<file path="src/rtl/icpu_pkg.sv">
package icpu_pkg;
  localparam int ID_W   = 10;
  localparam int PRIO_W = 8;
  localparam int DATA_W = 32;
  localparam int ADDR_W = 3;

  localparam logic [ID_W-1:0]   ID_SPURIOUS  = 10'd1023;
  localparam logic [ID_W-1:0]   ID_FIRST_RSV = 10'd1020;
  localparam logic [PRIO_W-1:0] PRIO_IDLE    = 8'hFF;

  typedef enum logic [ADDR_W-1:0] {
    SEL_CTRL  = 3'd0,
    SEL_THR   = 3'd1,
    SEL_CLAIM = 3'd2,
    SEL_DONE  = 3'd3,
    SEL_RUN   = 3'd4
  } reg_sel_e;

  typedef struct packed {
    logic [ID_W-1:0]   id;
    logic [PRIO_W-1:0] prio;
  } act_ent_t;

  // strict urgency: numerically lower wins
  function automatic logic beats(input logic [PRIO_W-1:0] a,
                                 input logic [PRIO_W-1:0] b);
    return a < b;
  endfunction

  function automatic logic id_usable(input logic [ID_W-1:0] id);
    return id < ID_FIRST_RSV;
  endfunction
endpackage

</file>
<file path="src/rtl/icpu_regs.sv">
module icpu_regs
  import icpu_pkg::*;
(
  input  logic              clk,
  input  logic              rst_n,
  input  logic              wr_en,
  input  logic              rd_en,
  input  reg_sel_e          sel,
  input  logic [DATA_W-1:0] wdata,
  input  logic              qualify,
  input  logic [ID_W-1:0]   cand_id,
  input  logic [PRIO_W-1:0] run_prio,
  output logic              ctrl_en,
  output logic [PRIO_W-1:0] thr,
  output logic [DATA_W-1:0] rdata
);
  logic [DATA_W-1:0] rd_word;
  logic [ID_W-1:0]   claim_id;
  logic              unused_wbits;

  assign unused_wbits = ^wdata[DATA_W-1:PRIO_W];
  assign claim_id     = qualify ? cand_id : ID_SPURIOUS;

  always_ff @(posedge clk or negedge rst_n) begin
    if (!rst_n) begin
      ctrl_en <= 1'b0;
      thr     <= '0;
    end else if (wr_en) begin
      if (sel == SEL_CTRL) ctrl_en <= wdata[0];
      if (sel == SEL_THR)  thr     <= wdata[PRIO_W-1:0];
    end
  end

  always_comb begin
    rd_word = '0;
    case (sel)
      SEL_CTRL:  rd_word[0]          = ctrl_en;
      SEL_THR:   rd_word[PRIO_W-1:0] = thr;
      SEL_CLAIM: rd_word[ID_W-1:0]   = claim_id;
      SEL_RUN:   rd_word[PRIO_W-1:0] = run_prio;
      default:   rd_word             = '0;
    endcase
  end

  always_ff @(posedge clk or negedge rst_n) begin
    if (!rst_n)     rdata <= '0;
    else if (rd_en) rdata <= rd_word;
  end
endmodule

</file>
<file path="src/rtl/icpu_prio_gate.sv">
module icpu_prio_gate
  import icpu_pkg::*;
(
  input  logic              cand_valid,
  input  logic [ID_W-1:0]   cand_id,
  input  logic [PRIO_W-1:0] cand_prio,
  input  logic [PRIO_W-1:0] thr,
  input  logic [PRIO_W-1:0] run_prio,
  input  logic              stack_full,
  input  logic              ctrl_en,
  output logic              qualify,
  output logic              irq
);
  logic pass_thr;
  logic pass_run;

  assign pass_thr = beats(cand_prio, thr);
  assign pass_run = beats(cand_prio, run_prio);
  assign qualify  = cand_valid && id_usable(cand_id) && pass_thr && pass_run && !stack_full;
  assign irq      = ctrl_en && qualify;
endmodule

</file>
<file path="src/rtl/icpu_active_stack.sv">
module icpu_active_stack
  import icpu_pkg::*;
#(
  parameter int DEPTH = 4
) (
  input  logic              clk,
  input  logic              rst_n,
  input  logic              push,
  input  act_ent_t          push_ent,
  input  logic              done_req,
  input  logic [ID_W-1:0]   done_id,
  output logic              pop_ok,
  output logic              empty,
  output logic              full,
  output logic [PRIO_W-1:0] run_prio
);
  localparam int CNT_W = $clog2(DEPTH + 1);

  logic [CNT_W-1:0] cnt_q;
  act_ent_t         ents_q [DEPTH];
  act_ent_t         top_ent;

  assign empty = (cnt_q == '0);
  assign full  = (cnt_q == CNT_W'(DEPTH));

  always_comb begin
    top_ent = '{id: '0, prio: PRIO_IDLE};
    for (int i = 0; i < DEPTH; i++)
      if (cnt_q == CNT_W'(i + 1)) top_ent = ents_q[i];
  end

  assign pop_ok   = done_req && !empty && (done_id == top_ent.id);
  assign run_prio = empty ? PRIO_IDLE : top_ent.prio;

  for (genvar g = 0; g < DEPTH; g++) begin : g_ent
    always_ff @(posedge clk or negedge rst_n) begin
      if (!rst_n)                             ents_q[g] <= '{id: '0, prio: PRIO_IDLE};
      else if (push && cnt_q == CNT_W'(g))    ents_q[g] <= push_ent;
    end
  end

  always_ff @(posedge clk or negedge rst_n) begin
    if (!rst_n)              cnt_q <= '0;
    else if (push && !full)  cnt_q <= cnt_q + 1'b1;
    else if (pop_ok)         cnt_q <= cnt_q - 1'b1;
  end

  // the gate must never offer a push to a full stack
  p_no_overflow_r12: assert property (@(posedge clk) disable iff (!rst_n)
    full |-> !push);
  // retiring the last entry returns to idle priority
  p_last_pop_idle_r9: assert property (@(posedge clk) disable iff (!rst_n)
    (pop_ok && cnt_q == CNT_W'(1)) |=> (run_prio == PRIO_IDLE));
  // a rejected completion leaves the depth alone
  p_bad_done_kept_r10: assert property (@(posedge clk) disable iff (!rst_n)
    (done_req && !pop_ok && !push) |=> $stable(cnt_q));
endmodule

</file>
<file path="src/rtl/icpu_ack_if.sv">
module icpu_ack_if
  import icpu_pkg::*;
#(
  parameter int DEPTH = 4
) (
  input  logic              clk,
  input  logic              rst_n,
  input  logic              reg_wr,
  input  logic              reg_rd,
  input  logic [ADDR_W-1:0] reg_addr,
  input  logic [DATA_W-1:0] reg_wdata,
  output logic [DATA_W-1:0] reg_rdata,
  input  logic              cand_valid,
  input  logic [ID_W-1:0]   cand_id,
  input  logic [PRIO_W-1:0] cand_prio,
  input  logic              cand_edge,
  output logic              irq,
  output logic              act_set,
  output logic [ID_W-1:0]   act_id,
  output logic              pend_clr,
  output logic              done_valid,
  output logic [ID_W-1:0]   done_id
);
  reg_sel_e          sel;
  logic              rd_only;
  logic              ctrl_en;
  logic [PRIO_W-1:0] thr;
  logic [PRIO_W-1:0] run_prio;
  logic              qualify;
  logic              stack_full;
  logic              stack_empty;
  logic              claim_fire;
  logic              claim_spur;
  logic              done_req;
  logic              pop_ok;
  act_ent_t          push_ent;

  assign sel        = reg_sel_e'(reg_addr);
  assign rd_only    = reg_rd && !reg_wr;
  assign claim_fire = rd_only && (sel == SEL_CLAIM) && qualify;
  assign claim_spur = rd_only && (sel == SEL_CLAIM) && !qualify;
  assign done_req   = reg_wr && (sel == SEL_DONE);
  assign push_ent   = '{id: cand_id, prio: cand_prio};

  icpu_regs u_regs (
    .clk      (clk),
    .rst_n    (rst_n),
    .wr_en    (reg_wr),
    .rd_en    (rd_only),
    .sel      (sel),
    .wdata    (reg_wdata),
    .qualify  (qualify),
    .cand_id  (cand_id),
    .run_prio (run_prio),
    .ctrl_en  (ctrl_en),
    .thr      (thr),
    .rdata    (reg_rdata)
  );

  icpu_prio_gate u_gate (
    .cand_valid (cand_valid),
    .cand_id    (cand_id),
    .cand_prio  (cand_prio),
    .thr        (thr),
    .run_prio   (run_prio),
    .stack_full (stack_full),
    .ctrl_en    (ctrl_en),
    .qualify    (qualify),
    .irq        (irq)
  );

  icpu_active_stack #(.DEPTH(DEPTH)) u_stack (
    .clk      (clk),
    .rst_n    (rst_n),
    .push     (claim_fire),
    .push_ent (push_ent),
    .done_req (done_req),
    .done_id  (reg_wdata[ID_W-1:0]),
    .pop_ok   (pop_ok),
    .empty    (stack_empty),
    .full     (stack_full),
    .run_prio (run_prio)
  );

  assign act_set    = claim_fire;
  assign act_id     = cand_id;
  assign pend_clr   = claim_fire && cand_edge;
  assign done_valid = pop_ok;
  assign done_id    = reg_wdata[ID_W-1:0];

  // the request line never rises without beating the running priority
  p_irq_beats_run_r8: assert property (@(posedge clk) disable iff (!rst_n)
    irq |-> (cand_prio < run_prio));
  // an accepted claim installs the candidate priority
  p_claim_loads_run_r7: assert property (@(posedge clk) disable iff (!rst_n)
    claim_fire |=> (run_prio == $past(cand_prio)));
  // a spurious claim changes nothing
  p_spur_keeps_run_r6: assert property (@(posedge clk) disable iff (!rst_n)
    claim_spur |=> $stable(run_prio));
  // pending clear only accompanies an accepted claim
  p_pend_with_claim_r5: assert property (@(posedge clk) disable iff (!rst_n)
    pend_clr |-> act_set);
  // empty nesting means idle priority
  p_idle_when_empty_r1: assert property (@(posedge clk) disable iff (!rst_n)
    stack_empty |-> (run_prio == PRIO_IDLE));
endmodule

</file>
<file path="config.mk">
export PLATFORM = sky130hd
export DESIGN_NAME = icpu_ack_if
export DESIGN_NICKNAME = d
export VERILOG_FILES = /design/src/rtl/icpu_pkg.sv /design/src/rtl/icpu_regs.sv /design/src/rtl/icpu_prio_gate.sv /design/src/rtl/icpu_active_stack.sv /design/src/rtl/icpu_ack_if.sv
export SDC_FILE = /design/constraint.sdc
export NUM_CORES = 1
export LEC_CHECK = 0
export ABC_AREA = 1
export CAP_MARGIN = 20
export CORE_UTILIZATION = 40
export DETAILED_ROUTE_END_ITERATION = 10
export GPL_ROUTABILITY_DRIVEN = 1
export PLACE_DENSITY = 0.68
export REMOVE_ABC_BUFFERS = 1
export SETUP_SLACK_MARGIN = 0.05
export SLEW_MARGIN = 10
export SYNTH_ARGS = -nofsm -noshare
export SYNTH_HDL_FRONTEND = slang
export SYNTH_SLANG_ARGS = --single-unit
</file>
<file path="constraint.sdc">
create_clock -name clk -period 10.9 [get_ports clk]
set_input_delay 2.18 -clock clk [delete_from_list [all_inputs] [get_ports clk]]
set_output_delay 2.18 -clock clk [all_outputs]
set_load 0.02 [all_outputs]
</file>
==> out/qor.yml, run 1 <==
min_path:
  min_from: "u_stack.ents_q[61]"
  hold_path_depth: 2
  hold_class: "flip-flop to flip-flop"
  worstHoldEndpoint: "u_stack.ents_q[61]"
placed_design:
  place_area_um2: 6309
  gp_congestion: 0.8889
  placed_cells: 995
  dp_hpwl_um: 10570
  numPortBuffers: 70
floorplan:
  die_y_um: 121.6
  die-area_um2: 14770
  die_w_um: 121.6
  core-area_um2: 13930
  pin_count: 115
  rows: 43
  start_util: 0.4103
setup_path:
  crit_top_cell: "clkdlybuf4s50_1"
  worstSetupEndpointType: "primary output"
  worstPathArrival_ns: 5.55
  cpPeakStageDelay_ns: 0.65
  path_buf_inv: 3
  required_ns: 8.72
  crit_chain: "clkdlybuf4s50_1, ha_1, nand2_1, nand4_1, nor4_4, nand4_4, buf_4, nor2_1, clkdlybuf4s50_1"
  cpMaxStageDelayCell: "clkdlybuf4s50_1"
  criticalPathCategory: "input port to primary output"
  reg2regPathDepth: 13
  crit_fanout: 31
  critical_path_depth: 9
  reg2reg_to: "u_stack.ents_q[11]"
  worst-r2r-setup-slack_ns: 5.69
  path_delay_family: "buffers and inverters"
  reg2reg_from: "u_stack.cnt_q[2]"
  crit_path_start_kind: "input port"
sta:
  maxSlewHeadroom: 0.2947
  fin_crit_ns: 7.725
  grt_setup_unrepaired: "no"
  skew_ns: 0.007772
  setup_viol: 0
  max_freq_mhz: 129.4
  drv_slew: 0
  tightest_slew_ns: 1.057
  hold_violations: 0
  fin_crit_sh: 0.7087
  setup-tns-final_ns: 0
clock_tree:
  cts_sinks: 94
  cts_hold_buf: 0
  insertion_delay_ns: 0.35
  cts_inserted_buffers: 9
  ctsResizeCount: 0
  cts_tree: "built"
  cts-root-buf: "clkbuf_16"
  clk_pin_slew_worst_paths_ns: 0.06
  h-tree-depth: 3
  cts_max_path_buffers: 2
  cts_setup_buffers: 0
power_and_ir_drop:
  clkPwrFrac: 0.397
  ir_drop_uv: 101.4
  p_comb_frac: 0.139
  power_w: 0.0007891
  p_sw_frac: 0.2692
  intPower_w: 0.0005767
  pwr-share-seq: 0.464
  powerDensity_nw_per_um2: 119.4
  power.leakage_nw: 3.423
  switching_power_w: 0.0002124
cells_and_area:
  area_growth_pct: 15.65
  layout_commonest_cell: "nand2_1"
  layout_common_cells: "nand2_1 (293), inv_1 (99), o21ai_0 (92)"
  fin_cells: 1011
  antenna_cells: 0
  final_area_um2: 6611
  drive_gt1_frac: 0.07461
  nets: 906
detailed_routing:
  routed_via_density: 5.030
  dr.pass1.iters: 5
  wire_per_inst_um: 14.91
  drc: 0
  dr_total_vias: 5085
  ant_nets: 0
  first_iter_violations: 336
  wirelength_um: 15070
logic_synthesis:
  ys_seq_elements: 94
  synth_mux_area_frac: 0
  ys.flop_type: "dfrtp_1"
  synthXorXnorAreaFrac: 0
  synthSimpleGateAreaFrac: 0.2657
  synth_top_family_by_area: "simple AND/OR/NAND/NOR gates"
  synth_warnings: 0
  seq_area_frac_synth: 0.4185
  synth-compound-area-share: 0.1267
  syn_area_per_cell_um2: 7.236
  async_flop_share: 1.000
  synth_cells: 790
  synthAdderAreaFrac: 0.04377
  synth-edff-count: 0
  ys_types: 28
  netlist_area_um2: 5717
global_routing:
  grt_pass1_wl_um: 24610
  grt_max_degree: 50
  grt_pass1_vias: 4830
  grt-ovfl-total: 0
  grtUsageTotal: 0.2179
  grt_antenna_before_repair: 0
job:
  cap_violations: 0
outcome:
  status: "completed"
[worst max path at each step]
stage / startpoint / to / slack, ns
floorplan: cand_prio[7] / pend_clr / 4.69
global placement: cand_prio[7] / pend_clr / 3.18
detailed placement: cand_prio[7] / pend_clr / 3.17
CTS: cand_prio[7] / pend_clr / 3.16
global route: cand_prio[7] / pend_clr / 2.98
finish: cand_prio[7] / pend_clr / 3.17
[Yosys cell counts, types with 2 or more instances]
| cell | count | share of area |
|---|---|---|
| ha_1 | 20 | 0.044 |
| buf_2 | 13 | 0.011 |
| clkbuf_1 | 12 | 0.0079 |
| nand3_1 | 33 | 0.029 |
| nor2_1 | 19 | 0.012 |
| dfstp_2 | 32 | 0.15 |
| buf_4 | 44 | 0.058 |
| o21ai_1 | 6 | 0.0053 |
| nor2_2 | 4 | 0.0044 |
| nand4_1 | 13 | 0.014 |
| inv_1 | 99 | 0.065 |
| o221ai_1 | 8 | 0.012 |
| a21oi_1 | 13 | 0.011 |
| o211ai_1 | 4 | 0.0053 |
| dfrtp_1 | 62 | 0.27 |
| nand2_1 | 293 | 0.19 |
| buf_1 | 2 | 0.0013 |
| o22ai_1 | 11 | 0.012 |
| nor3_1 | 2 | 0.0018 |
| o21ai_0 | 92 | 0.081 |
[layout make-up]
class                           count  area [µm²]
Clock buffer                        9       225.2
Clock inverter                      6       62.56
Fill cell                        1417        7323
Inverter                          101       379.1
Multi-Input combinational cell    545        2576
Sequential cell                    94        2392
Tap cell                          180       225.2
Timing Repair Buffer               76       750.7
[state kept, by name, indices dropped and copies added, names as in the netlist]
name	cells
u_stack.ents_q	72
u_regs.thr	8
u_regs.rdata	10
u_regs.ctrl_en	1
u_stack.cnt_q	3
[layer usage]
metal	part of all wire	track usage	vias up
li1	-	-	2519
met1	0.46	0.2879	2417
met2	0.47	0.3583	134
met3	0.052	0.04775	15
met4	0.014	0.06096	0
met5	0	0	-
[cells by family (layout without fill, tap and decap cells)]
family	after synthesis	in the layout
AO/OA/AOI/OAI	134	134
flip-flops	94	94
AND/OR/NAND/NOR	369	369
buffers and inverters	172	192
other	1	22
adder cells (fa/ha/maj)	20	20
[power groups by stage]
stage / registers [W] / clock network (W) / logic, W
floorplan: 0.000375 / 0 / 0.0000452
global placement: 0.000371 / 0 / 0.000109
detailed placement: 0.000372 / 0 / 0.000110
CTS: 0.000366 / 0.000319 / 0.000110
global route: 0.000367 / 0.000334 / 0.000123
finish: 0.000366 / 0.000313 / 0.000110
[worst min-delay path, cell delays in order, from the launching register on]
cell and delay (ns):
dfstp_2 0.37, o21ai_0 0.06, nand2_1 0.05
[per-stage QoR]
| step | hold WS (ns) | utilization | worst slack [ns] |
|---|---|---|---|
| after floorplan | 0.4527 | - | 4.687 |
| after global placement | 0.4608 | 0.4527 | 3.183 |
| after detailed placement | 0.4646 | 0.4527 | 3.170 |
| after CTS | 0.4742 | 0.4734 | 3.163 |
| after global routing | 0.4941 | 0.4745 | 2.982 |
| final | 0.4752 | 0.4745 | 3.175 |
No activity file was read; power rests on OpenSTA's default activity.
==> run 2, diff against run 1 <==
Settings changed: PLACE_DENSITY 0.68 to 0.7.
Clock period 10.9 ns to 7.1 ns, I/O delays scaled along.
==> out/qor.yml, run 2 (synthesis gave the netlist of run 1 again) <==
clock_tree:
  cts_tree: "built"
  cts_max_path_buffers: 2
  cts_sinks: 94
  cts_inserted_buffers: 9
  h-tree-depth: 3
  cts_setup_buffers: 0
  ctsResizeCount: 0
  cts-root-buf: "clkbuf_16"
  clk_pin_slew_worst_paths_ns: 0.07
  insertion_delay_ns: 0.35
  cts_hold_buf: 0
placed_design:
  gp_congestion: 0.9571
  numPortBuffers: 70
  dp_slack_ns: 1.317
  dp_hpwl_um: 10400
cells_and_area:
  largest_reg_flops: 72
  top_register: "u_stack.ents_q"
  drive_gt1_frac: 0.07461
  nets: 905
  antenna_cells: 0
  regArea_um2: 2392
  area_growth_pct: 15.19
  reg_top3: "u_stack.ents_q: 72 flops, u_regs.rdata: 10 flops, u_regs.thr: 8 flops"
  nFillCells: 1415
  utilization: 0.4726
  layout_common_cells: "nand2_1 (293), inv_1 (99), o21ai_0 (92)"
  layout_commonest_cell: "nand2_1"
  multi_input_area_um2: 2576
setup_path:
  reg2reg_to: "u_stack.ents_q[19]"
  worst-r2r-setup-slack_ns: 1.82
  reg2reg_from: "u_stack.cnt_q[2]"
  reg2regPathDepth: 16
  required_ns: 5.68
  crit_path_start_kind: "flip-flop"
  worstPathArrival_ns: 4.79
  worstSetupEndpointType: "primary output"
  crit_fanout: 21
  criticalPathCategory: "flip-flop to primary output"
floorplan:
  core-area_um2: 13930
  die_w_um: 121.6
  rows: 43
  die-area_um2: 14770
  pin_count: 115
  die_y_um: 121.6
  start_util: 0.4103
sta:
  grt_setup_unrepaired: "no"
  skew_ns: 0.008747
  setup-tns-final_ns: 0
  max_freq_mhz: 161.1
  fin_crit_sh: 0.8743
  tightest_slew_ns: 1.113
  hold_violations: 0
  setup_viol: 0
  fin_crit_ns: 6.207
  layout_setup_ws_ns: 0.8927
  drv_slew: 0
  maxSlewHeadroom: 0.2570
power_and_ir_drop:
  p_sw_frac: 0.2824
  powerDensity_nw_per_um2: 180.9
  ir_drop_uv: 110.3
  intPower_w: 0.0008550
  power.leakage_nw: 3.414
  clkPwrFrac: 0.386
  p_comb_frac: 0.143
  pwr-share-seq: 0.471
  switching_power_w: 0.0003365
detailed_routing:
  routed_via_density: 4.972
  dr.pass1.iters: 4
  first_iter_violations: 510
  drc: 0
  dr_total_vias: 5027
  wire_per_inst_um: 14.77
  wirelength_um: 14930
  ant_nets: 0
global_routing:
  grt_pass1_vias: 4650
  grt_max_degree: 52
  grt_antenna_before_repair: 0
  grt_pass1_wl_um: 24010
  grt-ovfl-total: 0
  grtUsageTotal: 0.2138
min_path:
  worstHoldEndpoint: "u_stack.ents_q[42]"
  hold_class: "flip-flop to flip-flop"
  hold_path_depth: 2
  min_from: "u_stack.ents_q[42]"
outcome:
  status: "completed"
job:
  cap_violations: 0
## run 2: cell types whose count changed in the layout (fill, tap and decap cells not counted), sizes merged
cell      change
clkinvlp      -1
bufinv        -1
buf           -1
clkinv        +2
clkbuf        +1
## run 2: critical path, cell delays in order, from the launching register on
cell and delay, ns:
dfrtp_1 0.45, inv_2 0.15, ha_1 0.49, inv_1 0.42, o221ai_1 0.16, o21ai_0 0.13
o22ai_1 0.27, ha_1 0.31, nand2_1 0.07, nand4_1 0.12, nor4_4 0.65, nand4_4 0.38
nor2_1 0.18, clkdlybuf4s50_1 0.61
## run 2: worst max path at each step
stage	to	from	slack, ns
2_1_floorplan	pend_clr	u_stack.cnt_q[0]	1.84
3_3_place_gp	pend_clr	u_stack.cnt_q[2]	1.33
3_5_place_dp	pend_clr	u_stack.cnt_q[2]	1.32
4_1_cts	pend_clr	u_stack.cnt_q[2]	0.92
5_1_grt	pend_clr	u_stack.cnt_q[2]	0.55
6_report	pend_clr	u_stack.cnt_q[2]	0.89
## run 2: through the flow
step	area [µm²]	std cells	hold slack (ns)	total power, W
3_5_place_dp	6309	995	0.4665	0.0007400
3_3_place_gp	6309	995	0.4612	0.0007379
2_1_floorplan	5348	740	0.4527	0.0006443
5_1_grt	6585	1011	0.4874	0.001245
6_report	6585	1011	0.4762	0.001192
4_1_cts	6585	1011	0.4769	0.001201
## run 2: routing by layer
layer / share of wire / track usage
met1: 0.46 / 0.2947
met3: 0.058 / 0.04448
met5: 0 / 0
met2: 0.47 / 0.3338
met4: 0.014 / 0.07176
## run 2: power by group through the flow
stage	Clock (W)	Sequential, W	Combinational, W
5_1_grt	0.000492	0.000562	0.000190
2_1_floorplan	0	0.000575	0.0000693
6_report	0.000460	0.000561	0.000170
4_1_cts	0.000469	0.000561	0.000171
3_5_place_dp	0	0.000570	0.000170
3_3_place_gp	0	0.000570	0.000168
## run 2: area by class of cell
| type | count | share of cell area |
|---|---|---|
| tap | 180 | 0.03420 |
| clock inverter | 6 | 0.007220 |
| inverter | 101 | 0.05757 |
| timing repair buffer | 75 | 0.1117 |
| multi-input combinational | 545 | 0.3912 |
| clock buffer | 10 | 0.03477 |
| sequential | 94 | 0.3633 |
